File: src/rtl/srn_pkg.sv
package srn_pkg;
  localparam int unsigned PRIO_W = 8;
  localparam int unsigned TGT_W  = 2;

  typedef logic [PRIO_W-1:0] prio_t;

  typedef struct packed {
    logic             en;
    logic [TGT_W-1:0] tgt;
    prio_t            prio;
  } node_cfg_t;
endpackage

File: src/rtl/srn_node_bank.sv
module srn_node_bank
  import srn_pkg::*;
#(
  parameter int unsigned NUM_NODES = 8,
  localparam int unsigned IDX_W = (NUM_NODES > 1) ? $clog2(NUM_NODES) : 1
) (
  input  logic                        clk_i,
  input  logic                        rst_ni,
  input  logic [NUM_NODES-1:0]        hw_req_i,
  input  logic                        cfg_we_i,
  input  logic [IDX_W-1:0]            cfg_node_i,
  input  node_cfg_t                   cfg_wdata_i,
  input  logic                        sw_set_i,
  input  logic                        sw_clr_i,
  input  logic [NUM_NODES-1:0]        ack_clr_i,
  output logic [NUM_NODES-1:0]        flag_d_o,
  output logic [NUM_NODES-1:0]        flag_q_o,
  output node_cfg_t [NUM_NODES-1:0]   cfg_q_o
);
  logic [NUM_NODES-1:0] set_vec;
  logic [NUM_NODES-1:0] clr_vec;

  for (genvar n = 0; n < NUM_NODES; n++) begin : g_node
    logic hit;
    assign hit        = (cfg_node_i == IDX_W'(n));
    assign set_vec[n] = hw_req_i[n] | (sw_set_i & hit);
    assign clr_vec[n] = ack_clr_i[n] | (sw_clr_i & hit);
    // a set always beats a clear from software or from acceptance
    assign flag_d_o[n] = set_vec[n] | (flag_q_o[n] & ~clr_vec[n]);

    always_ff @(posedge clk_i or negedge rst_ni) begin
      if (!rst_ni) begin
        flag_q_o[n] <= 1'b0;
        cfg_q_o[n]  <= '0;
      end else begin
        flag_q_o[n] <= flag_d_o[n];
        if (cfg_we_i && hit) cfg_q_o[n] <= cfg_wdata_i;
      end
    end
  end

  AST_HW_SETS_FLAG: assert property (@(posedge clk_i) disable iff (!rst_ni)
    (hw_req_i != '0) |=> ((flag_q_o & $past(hw_req_i)) == $past(hw_req_i)));

  AST_ACK_CLEARS: assert property (@(posedge clk_i) disable iff (!rst_ni)
    ((ack_clr_i & ~hw_req_i) != '0 && !sw_set_i) |=>
      ((flag_q_o & $past(ack_clr_i & ~hw_req_i)) == '0));
endmodule

File: src/rtl/srn_prio_select.sv
module srn_prio_select
  import srn_pkg::*;
#(
  parameter int unsigned NUM_NODES = 8,
  parameter int unsigned PROV_ID   = 0,
  localparam int unsigned IDX_W = (NUM_NODES > 1) ? $clog2(NUM_NODES) : 1
) (
  input  logic [NUM_NODES-1:0]      pend_i,
  input  node_cfg_t [NUM_NODES-1:0] cfg_i,
  output logic                      found_o,
  output prio_t                     best_prio_o,
  output logic [IDX_W-1:0]          best_idx_o
);
  always_comb begin
    best_prio_o = '0;
    best_idx_o  = '0;
    // strict compare keeps the lowest index on a tie; priority 0 never beats the start value
    for (int i = 0; i < NUM_NODES; i++) begin
      if (pend_i[i] && cfg_i[i].en && (cfg_i[i].tgt == TGT_W'(PROV_ID))
          && (cfg_i[i].prio > best_prio_o)) begin
        best_prio_o = cfg_i[i].prio;
        best_idx_o  = IDX_W'(i);
      end
    end
    found_o = (best_prio_o != '0);
  end
endmodule

File: src/rtl/srn_arb_top.sv
module srn_arb_top
  import srn_pkg::*;
#(
  parameter int unsigned NUM_NODES = 8,
  parameter int unsigned NUM_PROV  = 3,
  localparam int unsigned IDX_W = (NUM_NODES > 1) ? $clog2(NUM_NODES) : 1
) (
  input  logic                       clk_i,
  input  logic                       rst_ni,
  input  logic [NUM_NODES-1:0]       hw_req_i,
  input  logic                       cfg_we_i,
  input  logic [IDX_W-1:0]           cfg_node_i,
  input  logic [PRIO_W-1:0]          cfg_prio_i,
  input  logic                       cfg_en_i,
  input  logic [TGT_W-1:0]           cfg_tgt_i,
  input  logic                       sw_set_i,
  input  logic                       sw_clr_i,
  input  logic [NUM_PROV*PRIO_W-1:0] run_prio_i,
  input  logic [NUM_PROV-1:0]        irq_ready_i,
  output logic [NUM_PROV-1:0]        irq_valid_o,
  output logic [NUM_PROV*PRIO_W-1:0] irq_prio_o
);
  node_cfg_t [NUM_NODES-1:0] cfg_q;
  node_cfg_t                 cfg_wdata;
  logic [NUM_NODES-1:0]      flag_d, flag_q, ack_clr;
  logic [IDX_W-1:0]          idx_q [NUM_PROV];

  assign cfg_wdata = '{en: cfg_en_i, tgt: cfg_tgt_i, prio: cfg_prio_i};

  always_comb begin
    ack_clr = '0;
    for (int p = 0; p < NUM_PROV; p++)
      if (irq_valid_o[p] && irq_ready_i[p]) ack_clr[idx_q[p]] = 1'b1;
  end

  srn_node_bank #(.NUM_NODES(NUM_NODES)) u_bank (
    .clk_i      (clk_i),
    .rst_ni     (rst_ni),
    .hw_req_i   (hw_req_i),
    .cfg_we_i   (cfg_we_i),
    .cfg_node_i (cfg_node_i),
    .cfg_wdata_i(cfg_wdata),
    .sw_set_i   (sw_set_i),
    .sw_clr_i   (sw_clr_i),
    .ack_clr_i  (ack_clr),
    .flag_d_o   (flag_d),
    .flag_q_o   (flag_q),
    .cfg_q_o    (cfg_q)
  );

  for (genvar p = 0; p < NUM_PROV; p++) begin : g_prov
    logic             found;
    prio_t            best_prio;
    logic [IDX_W-1:0] best_idx;
    prio_t            run_prio;
    prio_t            prio_q;

    assign run_prio = run_prio_i[p*PRIO_W +: PRIO_W];

    srn_prio_select #(.NUM_NODES(NUM_NODES), .PROV_ID(p)) u_sel (
      .pend_i     (flag_d),
      .cfg_i      (cfg_q),
      .found_o    (found),
      .best_prio_o(best_prio),
      .best_idx_o (best_idx)
    );

    always_ff @(posedge clk_i or negedge rst_ni) begin
      if (!rst_ni) begin
        irq_valid_o[p] <= 1'b0;
        prio_q         <= '0;
        idx_q[p]       <= '0;
      end else begin
        irq_valid_o[p] <= found && (best_prio > run_prio);
        prio_q         <= best_prio;
        idx_q[p]       <= best_idx;
      end
    end

    assign irq_prio_o[p*PRIO_W +: PRIO_W] = irq_valid_o[p] ? prio_q : '0;

    AST_PRIO_NONZERO: assert property (@(posedge clk_i) disable iff (!rst_ni)
      irq_valid_o[p] |-> (prio_q != '0));

    AST_ABOVE_RUNNING: assert property (@(posedge clk_i) disable iff (!rst_ni)
      irq_valid_o[p] |-> (prio_q > $past(run_prio)));

    AST_WINNER_PENDING: assert property (@(posedge clk_i) disable iff (!rst_ni)
      irq_valid_o[p] |-> flag_q[idx_q[p]]);
  end
endmodule

File: config.mk
export PLATFORM = sky130hd
export DESIGN_NAME = srn_arb_top
export DESIGN_NICKNAME = d
export VERILOG_FILES = /design/src/rtl/srn_pkg.sv /design/src/rtl/srn_node_bank.sv /design/src/rtl/srn_prio_select.sv /design/src/rtl/srn_arb_top.sv
export SDC_FILE = /design/constraint.sdc
export NUM_CORES = 1
export LEC_CHECK = 0
export ABC_CLOCK_PERIOD_IN_PS = 17210
export CAP_MARGIN = 20
export CORE_UTILIZATION = 40
export DETAILED_ROUTE_END_ITERATION = 8
export PLACE_DENSITY = 0.57
export SYNTH_ARGS = -nofsm -noshare
export SYNTH_HDL_FRONTEND = slang
export SYNTH_HIERARCHICAL = 1
export SYNTH_SLANG_ARGS = --single-unit
File: constraint.sdc
create_clock -name clk_i -period 17.21 [get_ports clk_i]
set_input_delay 1.721 -clock clk_i [delete_from_list [all_inputs] [get_ports clk_i]]
set_output_delay 1.721 -clock clk_i [all_outputs]
set_load 0.005 [all_outputs]
==> reports/results.ini <==
[cts]
cts_buffers=17
clock_latency_ps=440
cts_root_buffer=clkbuf_16
clock-sinks=132
clock_path_buffers=2
clk_pin_slew_worst_paths_ps=60
h-tree-depth=4
cts_tree=built

[pwr]
power_uw=2589
p_per_area_nw_per_um2=146.1
ir_worst_vdd_mv=0.09838
p_leak_uw=0.008087

[timing]
post-route-period-util_pct=96.69
min_period_ps=16640
maxSlewHeadroom_pct=41.29
fmax_ghz=0.06010
whs_ps=542.9
setup_viol=0
hold_violations=0
fin_skew_ps=15.67
drv_slew=0
tightestPinTransition_ps=876.9
setup_ws_ps=570.3

[logic_synthesis]
synth.most_common_cell=ha_1
postSynthAreaPerCell_sq_um=9.002
synth_top_area_share_pct=24.46
synth_area_leaders=dfrtp_1, ha_1, mux2_2, inv_1, nand2_1
syn-num-nets=1734
ys_seq_area_share_pct=24.46
synth_edf_count=0
synth_ff_type=dfrtp_1
syn-instance-count=1500
synth_area_leader_cell=dfrtp_1
ys_warn_count=6
synth_common_cells=ha_1, inv_1, dfrtp_1, nand2_1, mux2_2
synth_seq_cells=132
synth_cell_types=104
netlist_area_sq_um=13500
postSynth.asyncResetShare_pct=100.0

[final_layout]
design_area_sq_um=17720
finish.utilization_pct=53.92
nNetsFinal=2039
area_growth_pct=31.24
drive_above_1_share_pct=31.37
antenna_cells=0

[critical_path]
crit_arrival_ps=16950
slowest_stage=or4b_1
cp-start-kind=primary input
cp_common_cell=ha_1
r2r_slack_ps=1660
crit_path_max_fanout=7
critical_path_class=in -> reg
cp-end-kind=flop
cp.required_ps=17520
critPathMaxStageDelay_ps=470

[grt]
grt_max_degree=73
track_usage_pct=25.60
overflow=0
grt_pass1_vias=12005
antenna_found_initial=0
grt_pass1_wl_mm=67.21

[route]
wl_per_cell_um=19.49
routed_wl_mm=44.02
vias=12509
drt_iter0_drc=862
viasPerCell=5.537
antenna_left=0
drc=0
first_pass_iters=5

[place]
dp_hpwl_mm=33.66
io_buffers=80
gp_congestion=0.9577
pre_cts_slack_ps=-823.6
postPlaceCellArea_sq_um=16120

[floorplanning]
die_x_um=185.7
num_io_pins=81
core_sq_um=32870
initial_core_util_pct=41.08
rows=66
die_area_sq_um=34500
fp.dieH_um=185.7

[run_status]
status=completed

[worst_hold_path]
hold_path_class=reg -> reg

[job]
cap_violations=0

[cell usage in the layout (no fill, tap or decap), types with 16 or more instances in the layout]
cell / netlist / final
a21o_1: 30 / 30
a21oi_1: 76 / 62
and2_1: 36 / 34
buf_4: 7 / 227
clkbuf_16: 0 / 17
clkdlybuf4s50_1: 0 / 77
dfrtp_1: 132 / 132
ha_1: 180 / 165
inv_1: 164 / 158
mux2_2: 125 / 112
mux2_4: 7 / 20
mux2i_1: 38 / 20
mux2i_2: 3 / 20
nand2_1: 132 / 125
nand3_1: 35 / 32
nand4_1: 34 / 34
nor2_1: 68 / 63
nor2b_1: 39 / 38
o211ai_1: 18 / 18
o21ai_0: 72 / 36
o21ai_1: 3 / 25
o21ai_2: 1 / 16
[report_power, final]
part	internal (uW)	total (uW)	switching, uW
Combinational	857	1690	830
Clock	214	368	154
Sequential	388	535	147
[critical path, delay by kind of cell]
kind	cells	cell delay, ps
compound gates	33	6090
buf+inv	8	1360
simple gates	26	4570
mux	6	1450
fa+ha+maj	7	1740
[final cells by class]
cell class              count  area (sq um)
flip-flops and latches    132          3303
well taps                 442         553.0
clock buffers              18         429.2
clock inverters            13         147.6
inverters                 164         619.3
repair buffers            319          2646
multi-input cells        1171         10020
fillers                  3117         15150
[state kept, by name (all words and copies together), names as in the netlist]
register / flops
g_prov.prio_q: 24
idx_q: 9
irq_valid_o: 3
u_bank/cfg_q_o: 88
u_bank/flag_q_o: 8
[worst paths after layout]
kind | start | end | cells past startpoint
hold reg to reg | u_bank/cfg_q_o[42] | u_bank/cfg_q_o[42] | 1
hold / removal | u_bank/cfg_q_o[42] | u_bank/cfg_q_o[42] | 1
min in group asynchronous | rst_ni | g_prov[0].prio_q[7] | 1
setup reg to reg | irq_valid_o[0] | irq_valid_o[0] | 77
setup / recovery | irq_ready_i[2] | irq_valid_o[0] | 80
max in group asynchronous | rst_ni | u_bank/cfg_q_o[51] | 2
[timing repair]
action                     in CTS  in global routing
setup endpoints to repair       1                 29
pin swaps                       4                 75
hold buffers                    0                  0
cloned                          0                  4
buffers inserted                9                 33
resized for setup              13                180
[metrics by stage]
stage	TNS (ps)	std cells
2_1_floorplan	-100.7	1500
3_3_place_gp	-802.4	2183
3_5_place_dp	-1315	2183
4_1_cts	0	2223
5_1_grt	-246.0	2259
6_report	0	2259
[metal layers]
| layer | vias to the layer above | share of wire, % | track usage, % |
|---|---|---|---|
| met5 | - | 0 | 0 |
| met4 | 0 | 4.2 | 10.43 |
| met3 | 75 | 3.8 | 2.954 |
| met2 | 341 | 47 | 42.99 |
| met1 | 5957 | 45 | 33.22 |
| li1 | 6136 | - | - |
[cell families (layout without fill, tap and decap cells)]
| logic type | Yosys count | in the layout | share of synthesized area, % |
|---|---|---|---|
| fa+ha+maj | 182 | 182 | 16.83 |
| buf+inv | 201 | 514 | 6.579 |
| xor+xnor | 4 | 4 | 0.2595 |
| compound gates | 344 | 345 | 17.93 |
| mux | 178 | 178 | 14.91 |
| simple gates | 459 | 462 | 19.03 |
| flops | 132 | 132 | 24.46 |
Note: power is estimated with default switching activity, not from simulation.
